`src/rtl/rxq_pkg.sv`:
```
package rxq_pkg;

    typedef enum logic [1:0] {
        TO_IDLE  = 2'd0,
        TO_RUN   = 2'd1,
        TO_FIRED = 2'd2
    } to_state_e;

    function automatic int unsigned trig_bytes(input logic [1:0] sel);
        int unsigned r;
        unique case (sel)
            2'd0: r = 1;
            2'd1: r = 4;
            2'd2: r = 8;
            default: r = 14;
        endcase
        return r;
    endfunction

endpackage

```
`src/rtl/rxq_store.sv`:
```
module rxq_store #(
    parameter int DEPTH  = 16,
    parameter int DATA_W = 8
) (
    input  logic              clk,
    input  logic              rst_n,
    input  logic              push_req,
    input  logic [DATA_W-1:0] push_data,
    input  logic              pop_req,
    input  logic              stat_clr,
    output logic [DATA_W-1:0] rd_data,
    output logic [$clog2(DEPTH+1)-1:0] count,
    output logic              overrun
);
    localparam int AW = $clog2(DEPTH);
    localparam int CW = $clog2(DEPTH + 1);
    localparam logic [CW-1:0] FULL_CNT = CW'(DEPTH);
    localparam logic [AW-1:0] LAST_IDX = AW'(DEPTH - 1);

    logic [DATA_W-1:0] mem [DEPTH];
    logic [AW-1:0]     wr_ptr, rd_ptr, wr_ptr_nx, rd_ptr_nx;
    logic              full, empty, do_push, do_pop, lost;

    assign full    = (count == FULL_CNT);
    assign empty   = (count == '0);
    assign do_push = push_req && !full;
    assign do_pop  = pop_req && !empty;
    assign lost    = push_req && full;

    generate
        if ((1 << AW) == DEPTH) begin : g_pow2
            assign wr_ptr_nx = wr_ptr + 1'b1;
            assign rd_ptr_nx = rd_ptr + 1'b1;
        end else begin : g_wrap
            assign wr_ptr_nx = (wr_ptr == LAST_IDX) ? '0 : wr_ptr + 1'b1;
            assign rd_ptr_nx = (rd_ptr == LAST_IDX) ? '0 : rd_ptr + 1'b1;
        end
    endgenerate

    always_ff @(posedge clk) begin
        if (do_push) mem[wr_ptr] <= push_data;
    end

    always_ff @(posedge clk or negedge rst_n) begin
        if (!rst_n) begin
            wr_ptr <= '0;
            rd_ptr <= '0;
            count  <= '0;
        end else begin
            if (do_push) wr_ptr <= wr_ptr_nx;
            if (do_pop)  rd_ptr <= rd_ptr_nx;
            unique case ({do_push, do_pop})
                2'b10:   count <= count + 1'b1;
                2'b01:   count <= count - 1'b1;
                default: count <= count;
            endcase
        end
    end

    always_ff @(posedge clk or negedge rst_n) begin
        if (!rst_n)       rd_data <= '0;
        else if (pop_req) rd_data <= empty ? '0 : mem[rd_ptr];
    end

    always_ff @(posedge clk or negedge rst_n) begin
        if (!rst_n)        overrun <= 1'b0;
        else if (lost)     overrun <= 1'b1;
        else if (stat_clr) overrun <= 1'b0;
    end


    cnt_bound_chk: assert property (@(posedge clk) disable iff (!rst_n)
        count <= FULL_CNT);


    full_drop_chk: assert property (@(posedge clk) disable iff (!rst_n)
        (push_req && full && !pop_req) |=> (overrun && count == FULL_CNT));


    ovr_sticky_chk: assert property (@(posedge clk) disable iff (!rst_n)
        (overrun && !stat_clr) |=> overrun);


    empty_read_chk: assert property (@(posedge clk) disable iff (!rst_n)
        (pop_req && empty && !push_req) |=> (rd_data == '0 && count == '0));

endmodule

```
`src/rtl/rxq_timer.sv`:
```
module rxq_timer
    import rxq_pkg::*;
#(
    parameter int TICKS_PER_BIT = 16,
    parameter int BITS_PER_CHAR = 10,
    parameter int IDLE_CHARS    = 4
) (
    input  logic clk,
    input  logic rst_n,
    input  logic baud_tick,
    input  logic touch,
    input  logic occupied,
    output logic fired
);
    localparam int LIMIT = TICKS_PER_BIT * BITS_PER_CHAR * IDLE_CHARS;
    localparam int TW    = $clog2(LIMIT + 1);
    localparam logic [TW-1:0] LAST_TICK = TW'(LIMIT - 1);

    to_state_e       state, state_nx;
    logic [TW-1:0]   tcnt, tcnt_nx;

    always_ff @(posedge clk or negedge rst_n) begin
        if (!rst_n) begin
            state <= TO_IDLE;
            tcnt  <= '0;
        end else begin
            state <= state_nx;
            tcnt  <= tcnt_nx;
        end
    end

    always_comb begin
        state_nx = state;
        tcnt_nx  = '0;
        unique case (state)
            TO_IDLE: begin
                if (touch) state_nx = TO_RUN;
            end
            TO_RUN: begin
                if (touch) begin
                    state_nx = TO_RUN;
                end else if (!occupied) begin
                    state_nx = TO_IDLE;
                end else if (baud_tick) begin
                    if (tcnt == LAST_TICK) state_nx = TO_FIRED;
                    else                   tcnt_nx  = tcnt + 1'b1;
                end else begin
                    tcnt_nx = tcnt;
                end
            end
            TO_FIRED: begin
                if (touch)          state_nx = TO_RUN;
                else if (!occupied) state_nx = TO_IDLE;
            end
            default: state_nx = TO_IDLE;
        endcase
    end

    always_comb begin
        fired = (state == TO_FIRED);
    end


    touch_clears_chk: assert property (@(posedge clk) disable iff (!rst_n)
        touch |=> !fired);


    fired_needs_data_chk: assert property (@(posedge clk) disable iff (!rst_n)
        fired |-> occupied);


    fire_on_tick_chk: assert property (@(posedge clk) disable iff (!rst_n)
        $rose(fired) |-> $past(baud_tick));

endmodule

```
`src/rtl/rxq_top.sv`:
```
module rxq_top
    import rxq_pkg::*;
#(
    parameter int DEPTH         = 16,
    parameter int DATA_W        = 8,
    parameter int TICKS_PER_BIT = 16,
    parameter int BITS_PER_CHAR = 10,
    parameter int IDLE_CHARS    = 4
) (
    input  logic              clk,
    input  logic              rst_n,
    input  logic              baud_tick,
    input  logic              rx_valid,
    input  logic [DATA_W-1:0] rx_byte,
    input  logic              rd_stb,
    input  logic              stat_rd,
    input  logic              rx_irq_en,
    input  logic [1:0]        trig_sel,
    output logic [DATA_W-1:0] rd_data,
    output logic              data_irq,
    output logic              timeout_irq,
    output logic              overrun
);
    localparam int CW = $clog2(DEPTH + 1);

    logic [CW-1:0] fill;
    logic [CW-1:0] thresh;
    logic          idle_fired;

    rxq_store #(.DEPTH(DEPTH), .DATA_W(DATA_W)) u_store (
        .clk       (clk),
        .rst_n     (rst_n),
        .push_req  (rx_valid),
        .push_data (rx_byte),
        .pop_req   (rd_stb),
        .stat_clr  (stat_rd),
        .rd_data   (rd_data),
        .count     (fill),
        .overrun   (overrun)
    );

    rxq_timer #(
        .TICKS_PER_BIT (TICKS_PER_BIT),
        .BITS_PER_CHAR (BITS_PER_CHAR),
        .IDLE_CHARS    (IDLE_CHARS)
    ) u_timer (
        .clk       (clk),
        .rst_n     (rst_n),
        .baud_tick (baud_tick),
        .touch     (rx_valid || rd_stb),
        .occupied  (fill != '0),
        .fired     (idle_fired)
    );

    always_comb begin
        thresh      = CW'(trig_bytes(trig_sel));
        data_irq    = rx_irq_en && (fill >= thresh);
        timeout_irq = rx_irq_en && idle_fired;
    end


    level_rise_chk: assert property (@(posedge clk) disable iff (!rst_n)
        ($rose(data_irq) && $stable(trig_sel) && $stable(rx_irq_en)) |-> $past(rx_valid));

endmodule

```
`config.mk`:
```
export PLATFORM = sky130hd
export DESIGN_NAME = rxq_top
export DESIGN_NICKNAME = d
export VERILOG_FILES = /design/src/rtl/rxq_pkg.sv /design/src/rtl/rxq_store.sv /design/src/rtl/rxq_timer.sv /design/src/rtl/rxq_top.sv
export SDC_FILE = /design/constraint.sdc
export NUM_CORES = 1
export LEC_CHECK = 0
export ABC_AREA = 1
export BUFFER_PORTS_ARGS = -buffer_cell sky130_fd_sc_hd__buf_2
export CAP_MARGIN = 0
export CORE_AREA = 2 2 146 113
export CTS_BUF_LIST = sky130_fd_sc_hd__clkbuf_4 sky130_fd_sc_hd__clkbuf_8 sky130_fd_sc_hd__clkbuf_16
export DETAILED_ROUTE_END_ITERATION = 8
export DIE_AREA = 0 0 148 115
export HOLD_SLACK_MARGIN = 0.12
export PLACE_DENSITY = 0.67
export SETUP_SLACK_MARGIN = 0.02
export SKIP_CTS_REPAIR_TIMING = 1
export SYNTH_ARGS = -nofsm -noshare
export SYNTH_HDL_FRONTEND = slang
export SYNTH_HIERARCHICAL = 1
export SYNTH_SLANG_ARGS = --single-unit
```
`constraint.sdc`:
```
create_clock -name clk -period 3.1 [get_ports clk]
set_input_delay 0.93 -clock clk [delete_from_list [all_inputs] [get_ports clk]]
set_output_delay 0.93 -clock clk [all_outputs]
set_load 0.01 [all_outputs]
```
==> results by group, run 1 <==
Yosys
  – Asr flop ratio synth: 21.0%
  – YS warnings: 6
  – Post-synthesis sequential area ratio: 61.4%
  – Synthesized area per cell: 9.59 um^2
  – Gate Count Post-Synth: 797
  – Yosys cell types: 34
  – Syn nets: 828
  – Number of synthesized register bits: 162
  – Ys flop type: edfxtp_1
  – Mapped cell area: 7640 um^2
  – EDFF count, synth: 128

Clock tree
  – CTS tree: done
  – Clock-pin transition on the worst setup and hold timing paths: 0.06 ns
  – Clock sinks: 162
  – CTS root buffer: clkbuf_16
  – Worst-case clock buffer depth: 2
  – H-tree depth: 4
  – CTS Buf Count: 17
  – Worst skew pair latency: 0.42 ns

Timing
  – Final min period: 2.76 ns
  – Final TNS setup: 0 ns
  – # setup viols final: 0
  – Pins Over Slew Limit: 0
  – Endpoints failing hold: 0
  – Final clock skew: 0.00939 ns
  – Worst slew pin tran: 0.792 ns
  – Achievable frequency: 363 MHz
  – Unrepaired setup endpoints after global routing: false
  – Hold_ws: 0.476 ns
  – Fin crit share: 88.9%
  – Rel. slew slack: 47.2%

Run status
  – Status: complete, no violations

Global routing
  – Grt ovf: 0
  – GRT Total Usage: 20.3%
  – Global-route wire length before repair: 25800 um
  – Pin count of the biggest net entering global routing: 64
  – Initial antenna violation count: 1
  – Vias in the first global route: 4854

Final layout
  – Final Core Density: 55.0%
  – Synth-to-layout area growth: 12.4%
  – Share of layout cells above drive strength 1: 12.6%
  – Non-Filler Instances: 1062
  – Most frequent cells in the layout: 256 x nand2_1, 128 x inv_1, 128 x edfxtp_1
  – Final nets: 869
  – Commonest non-fill, non-tap cell in the layout: nand2_1

Worst setup path
  – Startpoint Class: primary input
  – CP arrival: 1.83 ns
  – Critical Path RT: 2.17 ns
  – Crit path kind: in -> out
  – Critical path's top delay family: buffers and inverters
  – CP bufs+invs: 3
  – FF-to-FF End: u_store/count[4]$_DFFE_PN0P_
  – Critical path fanouts, max: 3
  – Slowest CP cell: ha_1
  – Worst r2r src: u_store/count[2]$_DFFE_PN0P_
  – CP Capture Type: output pin
  – Reg2Reg Setup Slack: 0.70 ns
  – Max incr delay on CP: 0.28 ns
  – CP startpoint: trig_sel[1]
  – Reg2reg path depth: 15
  – Crit-path cells: buf_2, inv_1, ha_1, nand2_1, nor2_1, nor2_1, a21oi_1, buf_2

Route
  – Routed vias: 5263
  – Initial DRT Pass Iterations: 5
  – DRC viols: 0
  – Routed Antenna Nets: 0
  – 1st-iter DRT viols: 384
  – Routed WL per cell: 15.4 um
  – WL final: 16300 um
  – Met2 routed WL: 7070 um
  – Max Used Layer: met4
  – WL met3: 1250 um
  – Vias per cell: 4.96
  – Sum of routed wire segments on met1: 7710 um

Floorplan
  – Die Y: 115 um
  – Row count: 40
  – Number of I/O pins: 28
  – Die area: 17000 um^2
  – Initial Utilization: 48.9%
  – Core Area: 15600 um^2
  – Die Wd: 148 um

Pwr
  – Pwr Total: 7.35 mW
  – Leak Pwr: 3.93 nW
  – Power density over the cells: 855 nW/um^2
  – Worst VDD drop: 476 uV

Placed design
  – Final Wtd Congestion: 0.828
  – I/O Buffers: 27
  – DP HPWL: 10100 um
  – Placed cells: 1029

Worst hold path
  – Min-Delay Startpoint: u_store/rd_data[7]$_DFFE_PN0P_
  – Min-delay worst type: reg -> reg
  – Hold Path Sink: u_store/rd_data[7]$_DFFE_PN0P_
  – Hold path cells: 2

Flow run
  – Maxcap violations: 0
==> synth_stat cells (5+ instances only) <==
library cell	n	area (um^2)
nand4_1	6	37.5
edfxtp_1	128	3840
o21ai_0	10	50.1
nand3_1	103	515
xor2_1	9	78.8
nor2_1	33	124
buf_4	5	37.5
nand2_1	256	961
buf_6	6	67.6
ha_1	14	175
inv_1	128	480
dfrtp_1	34	851
buf_2	14	70.1
nor3_1	13	65.1
==> final cells by class <==
type	instances	area, um^2
fill	1380	7020
sequential	162	4700
multi-input combinational	470	2240
inverter	137	518
clock buffer	20	489
timing repair buffer	50	308
tap	210	263
clock inverter	12	73.8
antenna	1	2.50
==> report_power, final <==
| part | internal [mW] | leakage [nW] | total [mW] | switching [mW] |
|---|---|---|---|---|
| combinational | 0.782 | 2.05 | 2.53 | 1.75 |
| sequential | 2.66 | 1.59 | 2.85 | 0.194 |
| clock | 1.14 | 0.291 | 1.96 | 0.826 |
==> flip-flops by register name, summed over array words and instances, names as in the netlist <==
register	cells
u_store/mem	128
u_store/overrun	1
u_store/rd_data	8
u_timer/tcnt	10
u_store/rd_ptr	4
u_store/wr_ptr	4
u_timer/state	2
u_store/count	5
==> metal layers <==
layer	vias to the layer above	track usage (%)
li1	2633	-
met1	2448	29.9
met2	159	29.0
met3	23	5.83
met4	0	7.17
met5	-	0
==> tightest hold or removal path: stages, from the launching register on <==
cell and delay (ns):
dfrtp_1 0.33, nand2_1 0.06, nand2_1 0.06
==> per-stage QoR <==
step | cell area (um^2) | worst slack [ns]
finish | 8590 | 0.344
global route | 8590 | 0.264
CTS | 8590 | 0.337
detailed placement | 8030 | 0.342
global placement | 8030 | 0.360
floorplan | 7640 | 0.550
==> logic make-up (layout without fill, tap and decap cells) <==
logic type | after synthesis | after routing | share of synthesized area (%)
AND/OR/NAND/NOR | 427 | 427 | 24.3
buffers and inverters | 165 | 219 | 9.22
flip-flops | 162 | 162 | 61.4
AO/OA/AOI/OAI | 18 | 18 | 1.52
adder cells (fa/ha/maj) | 14 | 14 | 2.29
XOR/XNOR | 11 | 11 | 1.26
other | 0 | 1 | 0
==> worst max path at each step <==
| stage | endpoint | slack, ns | cells past startpoint |
|---|---|---|---|
| 6_report | data_irq | 0.34 | 8 |
| 5_1_grt | data_irq | 0.26 | 8 |
| 4_1_cts | data_irq | 0.34 | 8 |
| 3_5_place_dp | data_irq | 0.34 | 8 |
| 3_3_place_gp | data_irq | 0.36 | 8 |
| 2_1_floorplan | data_irq | 0.55 | 6 |
Power figures use the tool's default switching activity.
==> inputs of run 2 (changes only) <==
--- a/config.mk
+++ b/config.mk
@@ -8,12 +8,14 @@
 export ABC_AREA = 1
 export BUFFER_PORTS_ARGS = -buffer_cell sky130_fd_sc_hd__buf_2
 export CAP_MARGIN = 0
-export CORE_AREA = 2 2 146 113
+export CELL_PAD_IN_SITES_DETAIL_PLACEMENT = 1
+export CELL_PAD_IN_SITES_GLOBAL_PLACEMENT = 1
+export CORE_AREA = 2 2 156 120
 export CTS_BUF_LIST = sky130_fd_sc_hd__clkbuf_4 sky130_fd_sc_hd__clkbuf_8 sky130_fd_sc_hd__clkbuf_16
 export DETAILED_ROUTE_END_ITERATION = 8
-export DIE_AREA = 0 0 148 115
+export DIE_AREA = 0 0 158 122
 export HOLD_SLACK_MARGIN = 0.12
-export PLACE_DENSITY = 0.67
+export PLACE_DENSITY = 0.76
 export SETUP_SLACK_MARGIN = 0.02
 export SKIP_CTS_REPAIR_TIMING = 1
 export SYNTH_ARGS = -nofsm -noshare
==> constraint.sdc (replaced) <==
create_clock -name clk -period 2.3 [get_ports clk]
set_input_delay 0.69 -clock clk [delete_from_list [all_inputs] [get_ports clk]]
set_output_delay 0.69 -clock clk [all_outputs]
set_load 0.01 [all_outputs]
==> results by group, run 2 (same netlist as run 1, synthesis figures left out) <==
Final layout
  – Max FFs per register: 128
  – Commonest non-fill, non-tap cell in the layout: nand2_1
  – Register Area: 4700 um^2
  – Footprint of the multi-input gates: 2340 um^2
  – Share of layout cells above drive strength 1: 15.8%
  – Top reg by flops: u_store/mem
  – Synth-to-layout area growth: 16.6%
  – Largest regs: u_store/mem x128, u_timer/tcnt x10, u_store/rd_data x8
  – Most frequent cells in the layout: 254 x nand2_1, 128 x edfxtp_1, 127 x inv_1
  – Final nets: 885
  – Fillers: 2065
  – ANT cells: 0

Timing
  – Setup WS post-layout: -0.0997 ns
  – Unrepaired setup endpoints after global routing: true
  – Final min period: 2.40 ns
  – Final TNS setup: -0.0997 ns
  – Rel. slew slack: 58.9%
  – Endpoints failing hold: 0
  – Achievable frequency: 417 MHz
  – # setup viols final: 1
  – Worst slew pin tran: 0.613 ns
  – Fin crit share: 104%
  – Final clock skew: 0.0113 ns
  – Pins Over Slew Limit: 0

Run status
  – Status: complete, but fails checks
  – Failing checks: setup timing

Clock tree
  – CTS root buffer: clkbuf_16
  – Worst skew pair latency: 0.43 ns
  – Worst-case clock buffer depth: 2
  – Clock sinks: 162
  – H-tree depth: 4
  – CTS Buf Count: 17
  – CTS tree: done
  – Clock-pin transition on the worst setup and hold timing paths: 0.07 ns

Global routing
  – GRT Total Usage: 22.3%
  – Vias in the first global route: 5829
  – Grt ovf: 0
  – Pin count of the biggest net entering global routing: 69
  – Initial antenna violation count: 0
  – Global-route wire length before repair: 31600 um

Flow run
  – Maxcap violations: 0

Pwr
  – Pwr Total: 10.7 mW
  – Power density over the cells: 1200 nW/um^2
  – Worst VDD drop: 563 uV
  – Leak Pwr: 4.02 nW

Floorplan
  – Number of I/O pins: 28
  – Die Wd: 158 um
  – Core Area: 18000 um^2
  – Die area: 19300 um^2
  – Row count: 43
  – Die Y: 122 um
  – Initial Utilization: 42.5%

Worst setup path
  – Slowest CP cell: dfrtp_1
  – Critical path's top delay family: flip-flops
  – Crit-path cells: buf_6, ha_4, nand2_4, nor2_2, nor2_1, a21oi_2, buf_2
  – Startpoint Class: flop
  – Critical Path RT: 1.61 ns
  – Critical path fanouts, max: 2
  – Crit path kind: reg -> out
  – CP bufs+invs: 2
  – CP arrival: 1.71 ns
  – CP Capture Type: output pin
  – Max incr delay on CP: 0.40 ns

Route
  – Routed vias: 5666
  – Vias per cell: 5.09
  – WL final: 20500 um
  – Initial DRT Pass Iterations: 4
  – Routed WL per cell: 18.4 um
  – 1st-iter DRT viols: 378
  – DRC viols: 0
  – Routed Antenna Nets: 0

Placed design
  – DP HPWL: 13000 um
  – Post-placement worst setup slack: -0.0327 ns
  – I/O Buffers: 27
  – Final Wtd Congestion: 0.799

Worst hold path
  – Min-delay worst type: in -> async
## run 2: layout make-up
| cell class | instances | area share, % |
|---|---|---|
| multi-input combinational | 470 | 26.2 |
| sequential | 162 | 52.7 |
| clock buffer | 17 | 4.77 |
| clock inverter | 15 | 1.63 |
| inverter | 137 | 5.81 |
| timing repair buffer | 66 | 5.39 |
| tap | 247 | 3.47 |
## run 2: worst reg2reg max path, cell delays in order, from the launching register on
cell and delay [ns]:
dfrtp_1 0.40, nor2_1 0.22, nand2_1 0.10, nor2_2 0.15
inv_2 0.07, nand2_4 0.07, ha_4 0.19, xor2_2 0.18
ha_1 0.18, inv_1 0.04, nand2_1 0.10, nand3_1 0.08
nand2_1 0.08, xor2_1 0.15, nand2_1 0.07, nand2_1 0.05
## run 2: metal layers
layer  up-vias  part of all wire (%)  wire (um)  global-route usage, %
met5         -                     0          0                      0
met4         0                   1.9        395                   6.19
met3        32                   5.4       1120                   6.05
met2       150                    48       9800                   35.5
met1      2829                    45       9180                   30.4
li1       2655                     -          -                      -
## run 2: report_power, final
group	switching, mW	internal, mW
clock	1.26	1.52
combinational	2.74	1.33
sequential	0.215	3.58
total	4.21	6.44
## run 2: stage by stage
step	instances	util, %	cell area, um^2	hold slack, ns
2_1_floorplan	797	-	7640	0.394
3_3_place_gp	1077	45.6	8190	0.460
3_5_place_dp	1077	45.6	8190	0.468
4_1_cts	1109	48.8	8760	0.176
5_1_grt	1114	49.6	8910	0.186
6_report	1114	49.6	8910	0.186
## run 2: final timing paths
| kind | start | to | slack (ns) | cells past startpoint |
|---|---|---|---|---|
| min reg2reg | u_store/rd_data[5]$_DFFE_PN0P_ | u_store/rd_data[5]$_DFFE_PN0P_ | 0.48 | 2 |
| min in group clk | stat_rd | u_store/overrun$_DFFE_PN0P_ | 0.45 | 2 |
| max | u_store/count[3]$_DFFE_PN0P_ | data_irq | -0.1 | 7 |
| max reg2reg | u_store/count[2]$_DFFE_PN0P_ | u_store/count[4]$_DFFE_PN0P_ | 0.12 | 15 |
| min | rst_n | u_store/rd_data[5]$_DFFE_PN0P_ | 0.19 | 1 |
| max in group asynchronous | rst_n | u_store/rd_ptr[0]$_DFFE_PN0P_ | 1.63 | 2 |
==> inputs of run 3 (changes only) <==
--- a/config.mk
+++ b/config.mk
@@ -10,12 +10,12 @@
 export CAP_MARGIN = 0
 export CELL_PAD_IN_SITES_DETAIL_PLACEMENT = 1
 export CELL_PAD_IN_SITES_GLOBAL_PLACEMENT = 1
-export CORE_AREA = 2 2 156 120
-export CTS_BUF_LIST = sky130_fd_sc_hd__clkbuf_4 sky130_fd_sc_hd__clkbuf_8 sky130_fd_sc_hd__clkbuf_16
+export CORE_AREA = 2 2 152 117
+export CTS_BUF_LIST = sky130_fd_sc_hd__clkbuf_4 sky130_fd_sc_hd__clkbuf_8
 export DETAILED_ROUTE_END_ITERATION = 8
-export DIE_AREA = 0 0 158 122
+export DIE_AREA = 0 0 154 119
 export HOLD_SLACK_MARGIN = 0.12
-export PLACE_DENSITY = 0.76
+export PLACE_DENSITY = 0.79
 export SETUP_SLACK_MARGIN = 0.02
 export SKIP_CTS_REPAIR_TIMING = 1
 export SYNTH_ARGS = -nofsm -noshare
==> results by group, run 3 (same netlist as run 1, synthesis figures left out) <==
Clock tree
  – H-tree depth: 4
  – Clock-pin transition on the worst setup and hold timing paths: 0.09 ns
  – Clock sinks: 162
  – CTS root buffer: clkbuf_8
  – Worst skew pair latency: 0.47 ns
  – CTS Buf Count: 17
  – Worst-case clock buffer depth: 2
  – CTS tree: done

Final layout
  – ANT cells: 0
  – Synth-to-layout area growth: 14.1%
  – Max FFs per register: 128
  – Top reg by flops: u_store/mem
  – Non-Filler Instances: 1094
  – Commonest non-fill, non-tap cell in the layout: nand2_1
  – Largest regs: u_store/mem x128, u_timer/tcnt x10, u_store/rd_data x8
  – Final nets: 892
  – Share of layout cells above drive strength 1: 16.4%
  – Most frequent cells in the layout: 254 x nand2_1, 128 x edfxtp_1, 127 x inv_1
  – Fillers: 1968

Floorplan
  – Initial Utilization: 44.7%
  – Die area: 18300 um^2
  – Die Wd: 154 um
  – Core Area: 17100 um^2
  – Number of I/O pins: 28
  – Row count: 42
  – Die Y: 119 um

Placed design
  – Final Wtd Congestion: 0.770
  – Placed cells: 1050
  – DP HPWL: 13300 um
  – I/O Buffers: 27

Route
  – Routed vias: 5656
  – DRC viols: 0
  – Routed Antenna Nets: 0
  – Routed WL per cell: 19.2 um
  – Initial DRT Pass Iterations: 5
  – Vias per cell: 5.17
  – 1st-iter DRT viols: 416
  – WL final: 21000 um

Worst setup path
  – Crit path kind: reg -> out
  – Critical Path RT: 1.61 ns
  – Critical path fanouts, max: 3
  – CP arrival: 1.84 ns
  – CP Capture Type: output pin
  – Startpoint Class: flop

Pwr
  – Worst VDD drop: 642 uV
  – Power density over the cells: 1140 nW/um^2
  – Pwr Total: 9.97 mW
  – Leak Pwr: 3.96 nW

Timing
  – Final min period: 2.53 ns
  – # setup viols final: 2
  – Setup WS post-layout: -0.228 ns
  – Achievable frequency: 396 MHz
  – Unrepaired setup endpoints after global routing: true
  – Pins Over Slew Limit: 0
  – Final clock skew: 0.0150 ns
  – Worst slew pin tran: 0.594 ns
  – Final TNS setup: -0.310 ns
  – Fin crit share: 110%
  – Rel. slew slack: 60.2%
  – Endpoints failing hold: 0

Global routing
  – Global-route wire length before repair: 31400 um
  – Initial antenna violation count: 0
  – Pin count of the biggest net entering global routing: 55
  – GRT Total Usage: 22.9%
  – Vias in the first global route: 5914
  – Grt ovf: 0

Run status
  – Status: complete, but fails checks
  – Failing checks: setup timing

Flow run
  – Maxcap violations: 0

Worst hold path
  – Min-delay worst type: in -> reg
-- run 3: critical path, stage by stage (launching register included) --
cell	delay, ns
dfrtp_1	0.43
buf_6	0.15
ha_4	0.25
inv_2	0.04
nor2_4	0.09
nand3_2	0.10
a21oi_2	0.15
buf_2	0.15
-- run 3: layer usage --
layer,global-route usage (%),wire (um)
met1,30.2,9040
met2,37.7,10200
met3,5.35,1220
met4,7.65,551
met5,0,0
-- run 3: per-stage QoR --
stage	util (%)	setup WS, ns	hold WS (ns)	area [um^2]
after detailed placement	47.8	-0.00840	0.465	8160
after floorplan	-	0.0686	0.394	7640
after global placement	47.8	0.0574	0.463	8160
after global routing	51.0	-0.329	0.412	8720
after CTS	49.9	-0.256	0.0901	8520
final	51.0	-0.228	0.428	8720
-- run 3: worst paths after layout --
| check | slack (ns) | to | cells past startpoint | start |
|---|---|---|---|---|
| max | -0.23 | data_irq | 7 | u_store/count[1]$_DFFE_PN0P_ |
| max in group asynchronous | 1.11 | u_store/rd_ptr[0]$_DFFE_PN0P_ | 3 | rst_n |
| min in group asynchronous | 0.64 | u_timer/tcnt[6]$_DFFE_PN0N_ | 2 | rst_n |
| min reg2reg | 0.48 | u_store/rd_data[3]$_DFFE_PN0P_ | 2 | u_store/rd_data[3]$_DFFE_PN0P_ |
| min | 0.43 | u_store/overrun$_DFFE_PN0P_ | 2 | stat_rd |
| max reg2reg | -0.08 | u_store/count[4]$_DFFE_PN0P_ | 16 | u_store/count[0]$_DFFE_PN0P_ |
-- run 3: power breakdown --
group | internal (mW) | switching, mW | leakage [nW]
registers | 3.58 | 0.264 | 1.59
clock network | 0.926 | 1.08 | 0.190
logic | 1.40 | 2.73 | 2.18
total | 5.90 | 4.06 | 3.96
-- run 3: cell type report --
class                      count  area, um^2  area share (%)
tap                          220         275            3.16
inverter                     137         518            5.94
sequential                   162        4700            53.9
clock buffer                  22         278            3.19
clock inverter                10        87.6            1.00
timing repair buffer          73         536            6.14
multi-input combinational    470        2330            26.7
